## src/rtl/probe_pkg.sv

```systemverilog
package probe_pkg;
  typedef struct packed {
    logic v;
    logic u;
    logic o;
    logic d;
  } line_st_t;

  typedef enum logic { OP_DROP = 1'b0, OP_DEMOTE = 1'b1 } probe_op_e;
  typedef enum logic { WB_INVAL = 1'b0, WB_SHARE = 1'b1 } wb_kind_e;
endpackage

```

## src/rtl/probe_state_table.sv

```systemverilog
module probe_state_table
  import probe_pkg::*;
#(
  parameter int LINES = 8,
  localparam int IDXW = $clog2(LINES)
) (
  input  logic            clk,
  input  logic            rst_n,
  input  logic            fill_en,
  input  logic [IDXW-1:0] fill_idx,
  input  line_st_t        fill_st,
  input  logic            upd_en,
  input  logic [IDXW-1:0] upd_idx,
  input  line_st_t        upd_st,
  input  logic [IDXW-1:0] rd_a_idx,
  output line_st_t        rd_a_st,
  input  logic [IDXW-1:0] rd_b_idx,
  output line_st_t        rd_b_st
);
  line_st_t tbl [LINES];

  always_ff @(posedge clk) begin
    if (!rst_n) begin
      for (int i = 0; i < LINES; i++) tbl[i] <= '0;
    end else begin
      if (fill_en) tbl[fill_idx] <= fill_st;
      // probe update placed last so it wins on a same-line collision
      if (upd_en) tbl[upd_idx] <= upd_st;
    end
  end

  assign rd_a_st = tbl[rd_a_idx];
  assign rd_b_st = tbl[rd_b_idx];

  assert_upd_lands_R2 : assert property (@(posedge clk) disable iff (!rst_n)
    (upd_en && upd_idx == rd_a_idx) |=>
      (tbl[$past(upd_idx)] == $past(upd_st)));
endmodule

```

## src/rtl/probe_decide.sv

```systemverilog
module probe_decide
  import probe_pkg::*;
(
  input  probe_op_e op,
  input  line_st_t  cur,
  output line_st_t  nxt,
  output logic      need_wb,
  output wb_kind_e  kind
);
  always_comb begin
    need_wb = cur.v & cur.o & cur.d;
    nxt     = cur;
    kind    = WB_INVAL;
    if (op == OP_DROP) begin
      nxt = '0;
    end else begin
      kind = WB_SHARE;
      if (cur.v) begin
        nxt.u = 1'b0;
        if (need_wb) nxt.d = 1'b0;
      end
    end
  end
endmodule

```

## src/rtl/probe_answer_stage.sv

```systemverilog
module probe_answer_stage
  import probe_pkg::*;
#(
  parameter int IDXW = 3,
  parameter int TAGW = 4
) (
  input  logic            clk,
  input  logic            rst_n,
  input  logic            load,
  input  logic            load_wb,
  input  wb_kind_e        load_kind,
  input  logic [IDXW-1:0] load_idx,
  input  logic [TAGW-1:0] load_tag,
  output logic            busy,
  output logic            rsp_valid,
  input  logic            rsp_ready,
  output logic [TAGW-1:0] rsp_tag,
  output logic            wb_valid,
  input  logic            wb_ready,
  output wb_kind_e        wb_kind,
  output logic [IDXW-1:0] wb_idx,
  output logic [TAGW-1:0] wb_tag
);
  logic [TAGW-1:0] tag_q;

  always_ff @(posedge clk) begin
    if (!rst_n) begin
      rsp_valid <= 1'b0;
      wb_valid  <= 1'b0;
      wb_kind   <= WB_INVAL;
      wb_idx    <= '0;
      tag_q     <= '0;
    end else if (load) begin
      rsp_valid <= !load_wb;
      wb_valid  <= load_wb;
      wb_kind   <= load_kind;
      wb_idx    <= load_idx;
      tag_q     <= load_tag;
    end else begin
      if (rsp_ready) rsp_valid <= 1'b0;
      if (wb_ready)  wb_valid  <= 1'b0;
    end
  end

  assign rsp_tag = tag_q;
  assign wb_tag  = tag_q;
  assign busy    = rsp_valid | wb_valid;

  assert_one_answer_R7 : assert property (@(posedge clk) disable iff (!rst_n)
    $onehot0({rsp_valid, wb_valid}));
  assert_rsp_hold_R9 : assert property (@(posedge clk) disable iff (!rst_n)
    (rsp_valid && !rsp_ready) |=> (rsp_valid && $stable(rsp_tag)));
  assert_wb_hold_R9 : assert property (@(posedge clk) disable iff (!rst_n)
    (wb_valid && !wb_ready) |=>
      (wb_valid && $stable(wb_tag) && $stable(wb_idx) && $stable(wb_kind)));
endmodule

```

## src/rtl/probe_handler.sv

```systemverilog
module probe_handler
  import probe_pkg::*;
#(
  parameter int LINES = 8,
  parameter int TAGW  = 4,
  localparam int IDXW = $clog2(LINES)
) (
  input  logic            clk,
  input  logic            rst_n,
  input  logic            fill_en,
  input  logic [IDXW-1:0] fill_idx,
  input  logic [3:0]      fill_state,
  input  logic [IDXW-1:0] look_idx,
  output logic [3:0]      look_state,
  input  logic            own_wr_busy,
  input  logic            prb_valid,
  output logic            prb_ready,
  input  logic            prb_op,
  input  logic [IDXW-1:0] prb_idx,
  input  logic [TAGW-1:0] prb_tag,
  output logic            rsp_valid,
  input  logic            rsp_ready,
  output logic [TAGW-1:0] rsp_tag,
  output logic            wb_valid,
  input  logic            wb_ready,
  output logic            wb_kind,
  output logic [IDXW-1:0] wb_idx,
  output logic [TAGW-1:0] wb_tag
);
  line_st_t  cur_st, nxt_st, look_st;
  logic      need_wb, busy, fire;
  wb_kind_e  kind, wb_kind_e_q;
  probe_op_e op;

  assign op        = probe_op_e'(prb_op);
  assign prb_ready = !busy && !own_wr_busy;
  assign fire      = prb_valid && prb_ready;

  probe_state_table #(.LINES(LINES)) u_tbl (
    .clk(clk), .rst_n(rst_n),
    .fill_en(fill_en), .fill_idx(fill_idx), .fill_st(line_st_t'(fill_state)),
    .upd_en(fire), .upd_idx(prb_idx), .upd_st(nxt_st),
    .rd_a_idx(prb_idx), .rd_a_st(cur_st),
    .rd_b_idx(look_idx), .rd_b_st(look_st)
  );

  probe_decide u_dec (
    .op(op), .cur(cur_st), .nxt(nxt_st), .need_wb(need_wb), .kind(kind)
  );

  probe_answer_stage #(.IDXW(IDXW), .TAGW(TAGW)) u_ans (
    .clk(clk), .rst_n(rst_n),
    .load(fire), .load_wb(need_wb), .load_kind(kind),
    .load_idx(prb_idx), .load_tag(prb_tag),
    .busy(busy),
    .rsp_valid(rsp_valid), .rsp_ready(rsp_ready), .rsp_tag(rsp_tag),
    .wb_valid(wb_valid), .wb_ready(wb_ready), .wb_kind(wb_kind_e_q),
    .wb_idx(wb_idx), .wb_tag(wb_tag)
  );

  assign wb_kind    = wb_kind_e_q;
  assign look_state = look_st;

  assert_answer_next_R7 : assert property (@(posedge clk) disable iff (!rst_n)
    fire |=> $onehot({rsp_valid, wb_valid}));
  assert_hold_off_R8 : assert property (@(posedge clk) disable iff (!rst_n)
    own_wr_busy |-> !prb_ready);
  assert_wb_tag_R4 : assert property (@(posedge clk) disable iff (!rst_n)
    fire |=> (wb_valid -> (wb_tag == $past(prb_tag) && wb_idx == $past(prb_idx))));
  assert_rsp_tag_R6 : assert property (@(posedge clk) disable iff (!rst_n)
    fire |=> (rsp_valid -> rsp_tag == $past(prb_tag)));
endmodule

```

## config.mk

```make
export PLATFORM = sky130hd
export DESIGN_NAME = probe_handler
export DESIGN_NICKNAME = d
export VERILOG_FILES = /design/src/rtl/probe_pkg.sv /design/src/rtl/probe_state_table.sv /design/src/rtl/probe_decide.sv /design/src/rtl/probe_answer_stage.sv /design/src/rtl/probe_handler.sv
export SDC_FILE = /design/constraint.sdc
export NUM_CORES = 1
export LEC_CHECK = 0
export CAP_MARGIN = 20
export CORE_ASPECT_RATIO = 0.75
export CORE_MARGIN = 2
export CORE_UTILIZATION = 50
export CTS_CLUSTER_DIAMETER = 120
export CTS_CLUSTER_SIZE = 25
export DETAILED_ROUTE_END_ITERATION = 16
export DONT_BUFFER_PORTS = 1
export PLACE_DENSITY = 0.71
export SKIP_LAST_GASP = 1
export SYNTH_ARGS = -nofsm -noshare
export SYNTH_HDL_FRONTEND = slang
export SYNTH_SLANG_ARGS = --single-unit
```

## constraint.sdc

```tcl
create_clock -name clk -period 3.89 [get_ports clk]
set_input_delay 1.167 -clock clk [delete_from_list [all_inputs] [get_ports clk]]
set_output_delay 1.167 -clock clk [all_outputs]
set_load 0.02 [all_outputs]
```

# After elaboration in Yosys (flattened, before gate mapping)
# Memories as Yosys holds them, arrays and structs flattened.
# Index checks and enable logic that the tools add are counted.
[totals]
out_inout_bits = 19
reg_bits = 10
n_memories = 1
ram_bits = 32
input_bits = 25
[memory_table]
columns = ["name", "depth", "word_bits", "read_ports", "rd_ports_with_merged_regs", "wr", "line", "rtl"]
rows = [
  ["u_tbl.tbl", 8, 4, 2, 0, 8, "probe_state_table.sv:20", "line_st_t tbl [LINES];"],
]
[op_classes]
mux = 25
n_reduce_logical = 9
bitwise_logic = 3
[ops]
columns = ["operator", "count"]
rows = [
  ["$mux 1", 21],
  ["$mux 4", 2],
  ["$reduce_or 4->1", 2],
  ["$mux 3", 2],
  ["$reduce_bool 2->1", 2],
  ["$logic_not 1->1", 3],
  ["$and 1x1->1", 2],
  ["$logic_and 1x1->1", 2],
  ["$or 1x1->1", 1],
]

# Depth between registers and ports, before layout
# Gate-level depths: netlist of run 1.
[depth]
word_depth = 9
depth_mapped = 7

# Hierarchy
# Synthesis of run 1 repeated with hierarchy kept, for this count alone.
[hier_totals]
cells_unflattened = 211
hier_area_um2 = 2715.1
[by_module_without_submodules]
columns = ["mod", "area_each_um2", "seq_area_each_um2", "cells_each", "n_inst"]
rows = [
  ["probe_state_table", 2223.4, 960.9, 164, 1],
  ["probe_answer_stage", 429.2, 200.2, 38, 1],
  ["probe_decide", 46.3, 0.0, 7, 1],
  ["probe_handler", 16.3, 0.0, 2, 1],
]

# Least setup slack after synthesis of run 1
# OpenSTA, ideal clock, no wires.
[synth_path]
kind = "in2out"
startpoint = "input look_idx[0]"
endpoint = "output look_state[1]"
path_slack_ns = 0.491
path_buffers = 1
arrival_time_ns = 2.232
required_ns = 2.723
path_stages = 3
path_cell_list = "buf_2 mux4_2 mux2_2"
[synth_between]
elab_chain_len = 1
[synth_rtl]
columns = ["item", "line", "rtl"]
rows = [
  ["from (decl)", "probe_handler.sv:13", "input logic [IDXW-1:0] look_idx,"],
  ["$mem_v2 8x4", "n/a", ""],
  ["to (decl)", "probe_handler.sv:14", "output logic [3:0] look_state,"],
]
# Every way passes these cells.

# Final worst setup path of run 1
# Same ends and word-level chain as after synthesis.

==> impl_metrics.ini, run 1 <==
[setup_path]
path_class = input pin to primary output
critPathMaxFanout = 8
critical-path-max-stage-delay_ns = 0.49
r2r_cells = 6
endpoint_kind = primary output
crit_family = multiplexers
cp.buffers_inverters = 0
cp_slowest_cell = mux4_2
arrival_ns = 2.00
startpoint_type = input pin
r2r-start = u_ans.rsp_valid$_SDFFE_PN0P_
crit_required_ns = 2.72
r2r_end = u_tbl.tbl[5][2]$_DFFE_PP_
critical_path.cell_chain = mux4_2 -> mux2_2
rrSetupSlack_ns = 1.74

[min_path]
min_to = u_ans.wb_idx[0]$_SDFFE_PN0P_
hold_depth = 2
worstHoldStart = u_ans.wb_idx[0]$_SDFFE_PN0P_
hold_path.class = flip-flop to flip-flop

[synthesis]
synth_cells = 255
synth.area.mux_share_pct = 10.9
yosysTopAreaCell = edfxtp_1
ys_types = 50
synth_compound_area_share_pct = 17.8
avgSynthCellArea_um2 = 10.3
netlist_area_um2 = 2640
synth_xor_area_share_pct = 0
syn_nets = 280
seq_area_frac_synth_pct = 44.0
yosys.area_share.simple_pct = 21.4
netlist.area_leader.share_pct = 36.4
synth_fa_ha_area_share_pct = 0
ys_ff_latch = 42
synth_top_family_by_area = simple AND/OR/NAND/NOR gates
synthArstFlopShare_pct = 0
ys_warn_count = 0
synth_enable_flop_cells = 32
synth_ff_type = edfxtp_1
ys_top_cells_by_area = edfxtp_1, dfxtp_1, mux4_2

[timing]
max_freq_mhz = 316
slew_violations = 0
rsz0062_at_grt = false
tightest_slew_ns = 0.612
min_period_ns = 3.17
relSlewSlack_pct = 58.9
fin_crit_sh_pct = 81.4
setup_ws_ns = 0.725
finalHoldViolations = 0
setup_tns_ns = 0
setup_viol = 0
clock_skew_ns = 0.00342
hold_slack_ns = 0.562

[finish]
regArea_um2 = 1160
syn_to_final_growth_pct = 2.28
multi_input_area_um2 = 1320
drive_gt1_share_pct = 16.8
fill_cells = 441
nNetsFinal = 268
diodes = 0

[floorplan]
die_height_um = 66.9
dieArea_um2 = 5880
core_um2 = 4980
die_x_um = 87.8
initial_core_util_pct = 52.9
num_rows = 22
num_io_pins = 44

[place]
place_congestion = 0.934
dp_slack_ns = 0.732
portBuffers = 0
post-dp-hpwl_um = 4980

[global_route]
antenna_found_initial = 0
grt_pass1_vias = 1775
overflow = 0
grt_max_degree = 24
grt_usage_pct = 24.2
grt_pass1_wl_um = 10000

[clocking]
post_cts_buffers = 0
htree_levels = 2
insertion_delay_ns = 0.30
ctsResizeCount = 0
tritoncts = yes
numCtsBuffers = 5
holdBufCountCts = 0
cts_root_buffer = clkbuf_8
cts_sinks = 42
cts_buffer_depth = 2
cts.reportedPaths.clkPinSlew_ns = 0.07

[drt]
drc_errors = 0
firstDrtPassIters = 5
via_per_inst = 6.40
vias = 2023
totalWireLength_um = 6760
antenna_left = 0
first_iter_violations = 247
wl_per_cell_um = 21.4

[pwr]
powerDensity_nw_per_um2 = 350
irDropWorstVdd_mv = 0.166
cellLeakagePower_nw = 0.902

[outcome]
status = finished clean

[job]
drv_cap = 0
==> cell usage after synthesis (all sizes together), types with 2 or more instances <==
cell	number
nand3b	10
mux2	5
dfxtp	10
edfxtp	32
a31o	3
clkbuf	2
or3	2
a211o	2
and3	2
nand2b	3
nor2	15
a21oi	15
and2	2
mux4	8
a32o	6
nor3b	2
buf	18
nand3	27
inv	7
o21ai	25
a311oi	2
nor2b	2
nand2	28
nor3	7
a221oi	2
mux2i	5
==> through the flow <==
step	instance area, um^2	total power [W]	utilization [%]	std cells
2_1_floorplan	2640	0.000650	-	255
6_report	2700	0.000944	54.1	316
3_5_place_dp	2610	0.000660	52.3	308
4_1_cts	2700	0.000941	54.1	316
5_1_grt	2700	0.000969	54.1	316
3_3_place_gp	2610	0.000659	52.3	308
==> how the worst max path moves through the flow <==
stage	startpoint	to	slack [ns]	cells after the start
detailed placement	look_idx[0]	look_state[1]	0.73	2
global route	look_idx[0]	look_state[1]	0.72	2
floorplan	look_idx[0]	look_state[1]	0.49	3
finish	look_idx[0]	look_state[1]	0.72	2
global placement	look_idx[0]	look_state[0]	0.76	2
CTS	look_idx[0]	look_state[1]	0.73	2
==> cells by family after synthesis <==
logic type	count (synthesis)
DFF	42
and+or+nand+nor	104
buffers and inverters	27
AOI/OAI and AO/OA	64
muxes	18
==> layer usage <==
layer / global-route usage, % / part of all wire, %
met1: 36.0 / 43
met2: 32.3 / 42
met3: 8.80 / 13
met4: 7.31 / 1.3
met5: 0 / 0
==> cells in the final DEF (no fill, tap or decap), types with 2 or more instances in the layout <==
master     n
a21oi_1   14
a31o_2     3
a32o_1     6
and2_1     2
and3_1     2
clkbuf_1   2
clkbuf_8   6
dfxtp_1   10
edfxtp_1  32
inv_1      7
mux2_2     5
mux2i_1    5
mux4_2     8
nand2_1   22
nand2_2    6
nand2b_1   3
nand3_1   27
nand3b_1  10
nor2_1    15
nor2b_1    2
nor3_1     5
nor3_4     2
nor3b_1    2
o21ai_0   17
o21ai_1    6
o21ai_2    2
or3_1      2
==> area by class of cell <==
cell class                 count  share of cell area (%)
clock buffer                   8                    3.34
inverter                       7                   0.974
sequential                    42                    43.1
tap                           72                    3.34
timing repair buffer           1                   0.278
multi-input combinational    186                    49.0
==> state kept, by name (all words and copies together) (netlist names) <==
signal	flops
u_ans.wb_kind	1
u_ans.rsp_tag	4
u_ans.rsp_valid	1
u_ans.wb_idx	3
u_tbl.tbl	32
u_ans.wb_valid	1
==> where the power goes <==
part | switching [W] | internal (W) | total, W
sequential | 0.0000276 | 0.000504 | 0.000532
combinational | 0.0000711 | 0.0000499 | 0.000121
clock | 0.000146 | 0.000145 | 0.000291
total | 0.000245 | 0.000699 | 0.000944
Power figures use the tool's default switching activity.
==> inputs of run 2 (changes only) <==
- clock period: 3.89 -> 3.2 ns (I/O delays scaled with it)
==> impl_metrics.ini, run 2 (synthesized netlist as in run 1, its figures left out) <==
[timing]
setup_tns_ns = 0
slew_violations = 0
clock_skew_ns = 0.00893
max_freq_mhz = 364
min_period_ns = 2.74
fin_crit_sh_pct = 85.8
rsz0062_at_grt = false
tightest_slew_ns = 0.587
finalHoldViolations = 0
setup_viol = 0
relSlewSlack_pct = 60.8

[floorplan]
num_io_pins = 44
initial_core_util_pct = 52.9
die_height_um = 66.9
num_rows = 22
die_x_um = 87.8
dieArea_um2 = 5880
core_um2 = 4980

[global_route]
grt_max_degree = 24
grt_pass1_wl_um = 10400
grt_pass1_vias = 1779
overflow = 0
grt_usage_pct = 25.1
antenna_found_initial = 0

[drt]
antenna_left = 0
drc_errors = 0
wl_per_cell_um = 22.0
first_iter_violations = 222
via_per_inst = 6.58
vias = 2079
totalWireLength_um = 6970
firstDrtPassIters = 6

[pwr]
irDropWorstVdd_mv = 0.266
cellLeakagePower_nw = 0.898
powerDensity_nw_per_um2 = 422
p_total_w = 0.00114

[finish]
largest_reg_flops = 32
regMostFlops = u_tbl.tbl
final_common_cell = edfxtp_1
diodes = 0
syn_to_final_growth_pct = 2.09
nNetsFinal = 268
mostFrequentLayoutCells = edfxtp_1, nand3_1, nand2_1
drive_gt1_share_pct = 17.2

[place]
post-dp-hpwl_um = 5110
place_congestion = 0.910
portBuffers = 0

[setup_path]
arrival_ns = 1.78
r2r_end = u_tbl.tbl[5][2]$_DFFE_PP_
critPathMaxFanout = 8
crit_family = multiplexers
r2r_cells = 6
r2r-start = u_ans.rsp_valid$_SDFFE_PN0P_
endpoint_kind = primary output
rrSetupSlack_ns = 1.03
critical-path-max-stage-delay_ns = 0.48
cp.buffers_inverters = 0
crit_required_ns = 2.24
cp_slowest_cell = mux4_2
critical_path.cell_chain = mux4_2 -> mux2_2
path_class = input pin to primary output
startpoint_type = input pin

[clocking]
cts_root_buffer = clkbuf_8
numCtsBuffers = 5
holdBufCountCts = 0
post_cts_buffers = 0
cts.reportedPaths.clkPinSlew_ns = 0.08
htree_levels = 2
cts_sinks = 42
cts_buffer_depth = 2
insertion_delay_ns = 0.31
tritoncts = yes
ctsResizeCount = 0

[job]
drv_cap = 0

[min_path]
hold_path.class = flip-flop to flip-flop
hold_depth = 2
worstHoldStart = u_ans.wb_idx[1]$_SDFFE_PN0P_
min_to = u_ans.wb_idx[1]$_SDFFE_PN0P_

[outcome]
status = finished clean
-- run 2: layer usage --
| layer | track usage, % | part of all wire, % | vias to the layer above |
|---|---|---|---|
| met5 | 0 | 0 | - |
| met4 | 7.12 | 0.59 | 0 |
| met3 | 9.67 | 12 | 4 |
| met2 | 33.6 | 44 | 143 |
| met1 | 37.2 | 43 | 989 |
| li1 | - | - | 943 |
-- run 2: power by group --
| part | switching, W | internal [W] |
|---|---|---|
| Sequential | 0.0000339 | 0.000613 |
| Clock | 0.000193 | 0.000150 |
| Combinational | 0.0000862 | 0.0000607 |
-- run 2: cell type report --
| class | count | area, um^2 |
|---|---|---|
| clock buffers | 5 | 68.8 |
| multi-input cells | 186 | 1320 |
| repair buffers | 1 | 7.51 |
| fillers | 455 | 2290 |
| inverters | 7 | 26.3 |
| flip-flops and latches | 42 | 1160 |
| well taps | 72 | 90.1 |
| clock inverters | 3 | 16.3 |
-- run 2: per-stage QoR --
stage	hold slack, ns	area, um^2	utilization [%]	setup WS (ns)	cells
2_1_floorplan	0.533	2640	-	0.215	255
3_5_place_dp	0.560	2610	52.3	0.457	308
4_1_cts	0.571	2690	54.0	0.455	316
6_report	0.568	2690	54.0	0.456	316
5_1_grt	0.582	2690	54.0	0.441	316
3_3_place_gp	0.551	2610	52.3	0.483	308
-- run 2: worst max-delay path by stage --
stage	slack, ns	startpoint	depth (start not counted)	end
floorplan	0.21	look_idx[0]	3	look_state[1]
detailed placement	0.46	look_idx[0]	2	look_state[1]
global route	0.44	look_idx[0]	2	look_state[1]
CTS	0.46	look_idx[0]	2	look_state[1]
finish	0.46	look_idx[0]	2	look_state[1]
global placement	0.48	look_idx[0]	2	look_state[0]
==> inputs of run 3 (changes only) <==
- CORE_ASPECT_RATIO: 0.75 -> default
- REMOVE_ABC_BUFFERS: default -> 1
==> impl_metrics.ini, run 3 (synthesized netlist as in run 1, its figures left out) <==
[timing]
setup_tns_ns = 0
max_freq_mhz = 365
clock_skew_ns = 0.0132
fin_crit_sh_pct = 85.5
rsz0062_at_grt = false
setup_viol = 0
min_period_ns = 2.74
tightest_slew_ns = 0.643
relSlewSlack_pct = 56.8
setup_ws_ns = 0.463
slew_violations = 0
hold_slack_ns = 0.557
finalHoldViolations = 0

[pwr]
swShare_pct = 25.1
p_sw_w = 0.000304
p_seq_share_pct = 53.3
p_int_w = 0.000907
irDropWorstVdd_mv = 0.253
combPwrFrac_pct = 12.4
powerDensity_nw_per_um2 = 445
clkPwrFrac_pct = 34.4
cellLeakagePower_nw = 0.913

[job]
drv_cap = 0

[place]
post-dp-hpwl_um = 4890
dpl-instance-area_um2 = 2610
place_congestion = 0.946
dp_slack_ns = 0.462
portBuffers = 0
placedCellCount = 307

[setup_path]
path_class = input pin to primary output
cp_slowest_cell = mux4_2
critical_path.cell_chain = mux4_2 -> mux2_2
endpoint_kind = primary output
arrival_ns = 1.78
r2r_cells = 4
r2r-start = u_ans.rsp_valid$_SDFFE_PN0P_
cp.buffers_inverters = 0
critPathMaxFanout = 8
rrSetupSlack_ns = 1.11
critical-path-max-stage-delay_ns = 0.47
crit_family = multiplexers
startpoint_type = input pin
crit_required_ns = 2.24
r2r_end = u_tbl.tbl[6][2]$_DFFE_PP_

[clocking]
htree_levels = 2
insertion_delay_ns = 0.30
cts.reportedPaths.clkPinSlew_ns = 0.09
holdBufCountCts = 0
cts_root_buffer = clkbuf_8
ctsResizeCount = 0
tritoncts = yes
post_cts_buffers = 0
cts_sinks = 42
cts_buffer_depth = 2
numCtsBuffers = 5

[floorplan]
dieArea_um2 = 5870
num_io_pins = 44
initial_core_util_pct = 51.6
num_rows = 26
core_um2 = 5110
die_height_um = 76.6
die_x_um = 76.6

[global_route]
grt_pass1_wl_um = 10400
grt_pass1_vias = 1855
grt_max_degree = 24
grt_usage_pct = 23.6
overflow = 0
antenna_found_initial = 0

[finish]
syn_to_final_growth_pct = 3.23
nNetsFinal = 269
regArea_um2 = 1160
final_common_cell = edfxtp_1
regMostFlops = u_tbl.tbl
multi_input_area_um2 = 1320
final_cell_area_um2 = 2720
fill_cells = 476
diodes = 0
final_cells = 315
drive_gt1_share_pct = 17.6
mostFrequentLayoutCells = edfxtp_1, nand3_1, nand2_1
largest_reg_flops = 32

[drt]
firstDrtPassIters = 4
via_per_inst = 6.53
drc_errors = 0
first_iter_violations = 181
antenna_left = 0
wl_per_cell_um = 21.1
totalWireLength_um = 6660
vias = 2057

[min_path]
min_to = u_ans.wb_idx[2]$_SDFFE_PN0P_
worstHoldStart = u_ans.wb_idx[2]$_SDFFE_PN0P_
hold_depth = 2
hold_path.class = flip-flop to flip-flop

[outcome]
status = finished clean
## run 3: changes by cell type in the layout (fill, tap and decap cells not counted)
cell and delta:
buf_4 +1, bufinv_16 +1, clkinv_1 -1, clkbuf_1 +1
clkinv_2 -1
## run 3: area by class of cell
class / instances / share of cell area [%]
Clock inverter: 2 / 1.38
Sequential cell: 42 / 42.7
Inverter: 7 / 0.966
Multi-Input combinational cell: 186 / 48.6
Clock buffer: 6 / 2.67
Tap cell: 70 / 3.22
Timing Repair Buffer: 2 / 0.552
## run 3: worst max path at each step
stage | from | endpoint | slack (ns) | depth (start not counted)
floorplan | own_wr_busy | u_tbl.tbl[1][2]$_DFFE_PP_ | 0.49 | 5
global placement | look_idx[0] | look_state[1] | 0.48 | 2
detailed placement | look_idx[0] | look_state[1] | 0.46 | 2
CTS | look_idx[0] | look_state[1] | 0.46 | 2
global route | look_idx[0] | look_state[1] | 0.45 | 2
finish | look_idx[0] | look_state[1] | 0.46 | 2
## run 3: power by group through the flow
stage                     registers, W  logic (W)  clock network (W)
after floorplan               0.000645   0.000118                  0
after global placement        0.000656   0.000145                  0
after detailed placement      0.000657   0.000148                  0
after CTS                     0.000644   0.000148           0.000418
after global routing          0.000646   0.000161           0.000441
final                         0.000645   0.000150           0.000416
## run 3: per-stage QoR
stage | total power, W | utilization (%)
after floorplan | 0.000763 | -
after global placement | 0.000801 | 51.1
after global routing | 0.00125 | 53.3
after CTS | 0.00121 | 53.3
after detailed placement | 0.000804 | 51.1
final | 0.00121 | 53.3
## run 3: routing by layer
metal	share of wire, %	global-route usage, %
met2	44	34.6
met3	12	6.75
met1	41	33.9
met5	0	0
met4	2.4	7.64
